<file path="src/rtl/itv_timer.sv">
module itv_timer #(
  parameter int CW   = 16,
  parameter int NPRE = 4,
  parameter int SW   = 3
) (
  input  logic          clk_i,
  input  logic          rst_ni,
  input  logic          start_i,
  input  logic          stop_i,
  input  logic [SW-1:0] csel_i,
  input  logic [NPRE-1:0] pre_en_i,
  input  logic          slow_en_i,
  input  logic [CW-1:0] period_i,
  input  logic          period_we_i,
  input  logic          irq_at_start_i,
  output logic          irq_o,
  output logic          tout_o,
  output logic [CW-1:0] count_o
);
  localparam logic [SW-1:0] SLOW_SEL = SW'(NPRE);

  logic [CW-1:0] prd_q, cnt_q;
  logic [SW-1:0] sel_q;
  logic [1:0]    div_q;
  logic run_q, pend_q, irq_q, tog_q;
  logic sel_en, tick, at_zero, reload, fire;

  wire slow_tick = slow_en_i && (div_q == 2'd3);

  always_comb begin
    sel_en = 1'b0;
    for (int k = 0; k < NPRE; k++)
      if (sel_q == SW'(k)) sel_en = pre_en_i[k];
    if (sel_q == SLOW_SEL) sel_en = slow_tick;
  end

  assign tick    = run_q && sel_en;
  assign at_zero = (cnt_q == '0);
  assign reload  = tick && (pend_q || at_zero);
  assign fire    = tick && (pend_q ? irq_at_start_i : at_zero);

  always_ff @(posedge clk_i or negedge rst_ni) begin
    if (!rst_ni) begin
      prd_q  <= '0;
      cnt_q  <= '0;
      sel_q  <= '0;
      div_q  <= '0;
      run_q  <= 1'b0;
      pend_q <= 1'b0;
      irq_q  <= 1'b0;
      tog_q  <= 1'b0;
    end else begin
      if (slow_en_i) div_q <= div_q + 2'd1;
      if (period_we_i) prd_q <= period_i;
      if (!run_q) sel_q <= csel_i;
      if (reload) cnt_q <= prd_q;
      else if (tick) cnt_q <= cnt_q - 1'b1;
      irq_q <= fire;
      if (fire) tog_q <= ~tog_q;
      if (stop_i) begin
        run_q  <= 1'b0;
        pend_q <= 1'b0;
      end else if (start_i) begin
        run_q  <= 1'b1;
        pend_q <= 1'b1;
      end else if (tick) begin
        pend_q <= 1'b0;
      end
    end
  end

  assign irq_o   = irq_q;
  assign tout_o  = tog_q;
  assign count_o = cnt_q;
endmodule


</file>
<file path="config.mk">
export PLATFORM = sky130hd
export DESIGN_NAME = itv_timer
export DESIGN_NICKNAME = d
export VERILOG_FILES = /design/src/rtl/itv_timer.sv
export SDC_FILE = /design/constraint.sdc
export NUM_CORES = 1
export LEC_CHECK = 0
export BUFFER_PORTS_ARGS = -buffer_cell sky130_fd_sc_hd__buf_2
export CAP_MARGIN = 0
export CORE_ASPECT_RATIO = 0.8
export CORE_MARGIN = 4
export CORE_UTILIZATION = 54
export DETAILED_ROUTE_END_ITERATION = 6
export PLACE_DENSITY = 0.79
export REMOVE_ABC_BUFFERS = 1
export SKIP_CTS_REPAIR_TIMING = 1
export SLEW_MARGIN = 15
export SYNTH_ARGS = -nofsm -noshare
export SYNTH_HDL_FRONTEND = slang
export SYNTH_SLANG_ARGS = --single-unit
</file>
<file path="constraint.sdc">
create_clock -name clk_i -period 2.3 [get_ports clk_i]
set_input_delay 0.345 -clock clk_i [delete_from_list [all_inputs] [get_ports clk_i]]
set_output_delay 0.345 -clock clk_i [all_outputs]
set_load 0.1 [all_outputs]
</file>
# Word-level counts from Yosys, hierarchy flattened
# Index checks and enable logic that the tools add are counted.
dict set report totals {
  reg_bits 41
  inputBits 30
  out_inout_bits 18
  word_cells 39
}
dict set report classes {
  add_sub_neg 2
  eq_ne 5
  n_mux 13
  n_bitwise 1
  n_reduce_logical 10
}
# op n
set ops {}
lappend ops {{two-way mux 16 bit} 2}
lappend ops {{zero test 16 bit} 1}
lappend ops {{subtractor 16 x 1 -> 16 bit, second input constant} 1}
lappend ops {{two-way mux 1 bit} 11}
lappend ops {{equality test 3 x 2 -> 1 bit, second input constant} 2}
lappend ops {{logical AND 1 bit} 4}
lappend ops {{nonzero test 2 bit} 2}
lappend ops {{equality test 3 x 1 -> 1 bit, second input constant} 1}
lappend ops {{equality test 3 bit, second input constant} 1}
lappend ops {{zero test 3 bit} 1}
lappend ops {{nonzero test 3 bit} 1}
lappend ops {{adder 2 x 1 -> 2 bit, second input constant} 1}
lappend ops {{equality test 2 bit, second input constant} 1}
lappend ops {{logical OR 1 bit} 1}
lappend ops {{inverter 1 bit} 1}

# Depth between registers and ports, before layout
dict set report logic_depth {
  depth_word 10
  depth_mapped 7
  depth_no_buf 6
}

# Worst setup path before layout
# Ideal clock, no wire load.
dict set report synth_path {
  kind {register to register}
  startpoint {reg cnt_q[0] (netlist: count_o[0])}
  endpoint {reg cnt_q[15] (netlist: count_o[15])}
  setup_time_ns 0.094
  t_arrival_ns 2.397
  required_time_ns 2.206
  setup_slack_ns -0.191
  path_stages_with_launch 8
  path_buffers 1
  synth_period_minus_slack_ns 2.491
  path_cell_list {dfrtp_1 -> inv_1 -> ha_1 -> nor4b_2 -> a41oi_1 -> buf_2 -> o32ai_1 -> a211oi_1}
}
dict set report synth_between {
  elab_chain_len 4
  elab_cells_between_ends 7
  cone_classes {1 x add/sub; 2 x mux; 4 x reduce/logical}
}
# item line_no
set synth_rtl {}
lappend synth_rtl {{start, declared} 22} ;# logic [CW-1:0] prd_q, cnt_q;
lappend synth_rtl {{start signal, assigned} 56} ;# if (reload) cnt_q <= prd_q;
lappend synth_rtl {{start signal, assigned} 57} ;# else if (tick) cnt_q <= cnt_q - 1'b1;
lappend synth_rtl {{branches (longest 4 deep; another with subtractor 16 x 1 -> 16 bit)} -}
# Several ways; the timed one is not identified. The select of a mux whose other input is x is not followed.
# A chain may end at the register's enable or synchronous reset.

# Worst setup path after layout
dict set report layout_path {
  startpoint {reg cnt_q[11] (netlist: count_o[11])}
  endpoint {reg cnt_q[10] (netlist: count_o[10])}
}
dict set report layout_between {
  elab_chain_len 4
  elab_cells_between_ends 5
  cone_classes {1 x mux; 4 x reduce/logical}
}
# item line_no
set layout_rtl {}
lappend layout_rtl {{zero test 16 bit (*)} 38} ;# assign at_zero = (cnt_q == '0);
lappend layout_rtl {{logical OR 1 bit (*)} 39} ;# assign reload = tick && (pend_q || at_zero);
lappend layout_rtl {{logical AND 1 bit (*)} 39}
lappend layout_rtl {{two-way mux 16 bit or nonzero test 2 bit (tied branches)} -}
# Mark *: on every way between the ends. The rest lies on a longest branch, timed or not.

==> flow_summary_export.csv <==
group,metric,value,unit
yosys,syn_inst,197,
critical_path,path_max_fanout,11,
global_routing,antenna_found_initial,0,
die,ios,48,
clock_tree,clock_path_buffers,2,
critical_path,worstPathCellList,"nor4_2 -> buf_4 -> a41o_1 -> a22oi_1 -> o2bb2ai_1",
yosys,synth_seq_area_share,46.17,%
die,core,3879,um^2
sta,worst_pin_slew,0.9104,ns
yosys,synth_common_cells,"41 x dfrtp_1, 21 x mux2_2, 10 x inv_1",
sta,report.final.setup_viol,0,
placed_design,io_buffer_count,47,
global_routing,grt_overflow,0,
yosys,synthArstFlopShare,100.0,%
clock_tree,cts_inserted_buffers,5,
die,die_x,79.72,um
power,ir_worst_vdd,852.2,uV
critical_path,reg2reg_slack,0.21,ns
sta,setup_ws,0.2070,ns
sta,post-route-min-period,2.093,ns
critical_path,crit_required,2.51,ns
yosys,synth_seq_cells,41,
sta,skew,0.007603,ns
die,initial_utilization,57.29,%
clock_tree,clock_latency,0.29,ns
yosys,synth_top_area_share,46.17,%
critical_path,rr_startpoint,"count_o[11]$_DFFE_PN0P_",
power,p_comb_share,48.9,%
placed_design,place_congestion,0.8712,
power,p_leak,1.137,nW
power,p_switching,1.538,mW
power,power_frac_seq,36.2,%
critical_path,cp.arrival,2.30,ns
power,powerDensity,1118,nW/um^2
route,ant_nets,0,
clock_tree,clk_pin_slew,0.08,ns
route,drc,0,
global_routing,grt_pass1_vias,1827,
yosys,yosysMostFrequentCell,"dfrtp_1",
finish,stdcell_count,307,
sta,slew_viol_final,0,
global_routing,grt_pass1_wl,8804,um
yosys,synth-edff-count,0,
sta,max_slew_margin,39.31,%
critical_path,cp-start-kind,"register",
power,internal_power,1.452,mW
finish,diodes,0,
yosys,synth.area.top_cells,"dfrtp_1 46%, mux2_2 11%, mux2i_1 3.6%, a211oi_1 1.7%, ha_1 1.7%",
global_routing,grt_usage,21.61,%
sta,fin_hold_ws,0.1890,ns
power,clock_power_share,14.9,%
sta,fmax,477.8,MHz
finish,areaGrowthSynthToFinish,20.38,%
yosys,yosysTopAreaCell,"dfrtp_1",
clock_tree,cts_root_buf,"clkbuf_8",
critical_path,worstSetupPathType,"register to register",
route,via_per_inst,6.339,
critical_path,r2r_cells,5,
power,swShare,51.45,%
critical_path,critPathMaxStageDelay,0.48,ns
global_routing,grt_max_degree,42,
sta,hold_violations,0,
placed_design,place_ws,-0.003521,ns
sta,period_share,91.00,%
sta,rsz0062_at_grt,"no",
route,vias,1946,
clock_tree,cts_tree,"yes",
route,routed_wl,5455,um
finish,nFillCells,317,
clock_tree,cts_max_level,2,
die,dieArea,5212,um^2
route,drtPass1Iterations,5,
finish,drive_above_1_share,40.08,%
yosys,yosys_warnings,0,
run,cap_violations,0,
finish,fin_nets,284,
run_status,status,"completed",
placed_design,dpl.hpwl,3888,um
die,rows,20,
critical_path,critPathCaptureType,"register",
critical_path,slowest_stage,"dfrtp_1",
yosys,synthFlopType,"dfrtp_1",
worst_hold_path,hp-class,"input pin to asynchronous set/reset pin",
placed_design,dp.cells,299,
yosys,syn_area,2222,um^2
route,wire_per_inst,17.77,um
route,dr.first_iter.drc_count,260,
critical_path,r2r-end,"count_o[10]$_DFFE_PN0P_",
die,fp.dieH,65.38,um
clock_tree,cts.sinks,41,
yosys,synthDistinctLibCells,53,
yosys,avgSynthCellArea,11.28,um^2
layer usage:
layer | part of all wire, % | routed length (um) | track usage (%) | vias up
met1 | 44 | 2397 | 31.85 | 935
met2 | 44 | 2388 | 32.29 | 125
met5 | 0 | 0 | 0 | -
li1 | - | - | - | 880
met3 | 12 | 633 | 5.890 | 6
met4 | 0.64 | 35 | 3.648 | 0
flip-flops by register name, indices dropped and copies added (netlist names):
signal / cells
count_o: 16
prd_q: 16
sel_q: 3
div_q: 2
irq_o: 1
pend_q: 1
run_q: 1
tout_o: 1
power by group through the flow:
stage                     Clock [mW]  Sequential, mW  Combinational, mW
after floorplan                    0            1.81              0.365
after global placement             0            1.07               1.43
after detailed placement           0            1.08               1.45
after CTS                      0.451            1.07               1.45
after global routing           0.490            1.11               1.54
final                          0.445            1.08               1.46
worst max path at each step:
stage / start / end / slack [ns]
2_1_floorplan: count_o[0]$_DFFE_PN0P_ / count_o[6]$_DFFE_PN0P_ / -0.95
3_3_place_gp: count_o[0]$_DFFE_PN0P_ / count_o[15]$_DFFE_PN0P_ / 0.13
3_5_place_dp: count_o[0]$_DFFE_PN0P_ / count_o[5]$_DFFE_PN0P_ / -0.004
4_1_cts: count_o[0]$_DFFE_PN0P_ / count_o[5]$_DFFE_PN0P_ / -0.02
5_1_grt: count_o[0]$_DFFE_PN0P_ / count_o[15]$_DFFE_PN0P_ / 0.11
6_report: count_o[11]$_DFFE_PN0P_ / count_o[10]$_DFFE_PN0P_ / 0.21
cells in the final DEF (no fill, tap or decap), types with 4 or more instances in the layout:
master and instances:
nor3_1 7, buf_4 12, inv_1 10, a21oi_1 6, buf_2 47, o22ai_1 6
o21ai_0 5, mux2i_1 8, clkbuf_8 5, a211oi_1 5, a2bb2oi_1 4, a22oi_1 4
dfrtp_1 41, nand4_1 5, mux2_2 21, o32ai_1 4, nor4_1 5, nand2_1 7
through the flow:
| stage | instance area (um^2) | setup TNS, ns | total power, mW | util [%] |
|---|---|---|---|---|
| finish | 2675 | 0 | 2.990 | 68.97 |
| global route | 2675 | 0 | 3.131 | 68.97 |
| CTS | 2655 | -0.03486 | 2.969 | 68.45 |
| detailed placement | 2572 | -0.003521 | 2.529 | 66.32 |
| global placement | 2572 | 0 | 2.504 | 66.32 |
| floorplan | 2171 | -12.18 | 2.171 | - |
worst max-delay path, delay by kind of cell, from the launching register on:
kind	cells	cell delay [ns]
compound gates	3	0.84
flops	1	0.48
buf+inv	1	0.22
simple gates	1	0.48
cell type report:
cell class	count	area, um^2	share of cell area, %
clock inverter	2	10.01	0.3742
inverter	10	37.54	1.403
clock buffer	6	72.57	2.713
timing repair buffer	59	325.3	12.16
tap	55	68.82	2.572
sequential	41	1026	38.35
multi-input combinational	134	1135	42.42
cells by family after synthesis:
logic type	count (synthesis)	synth area share [%]
buffers and inverters	22	3.998
multiplexers	31	16.27
flip-flops	41	46.17
AO/OA/AOI/OAI	50	16.89
AND/OR/NAND/NOR	48	14.19
adder cells (fa/ha/maj)	3	1.689
XOR/XNOR	2	0.7884
Note: power is estimated with default switching activity, not from simulation.
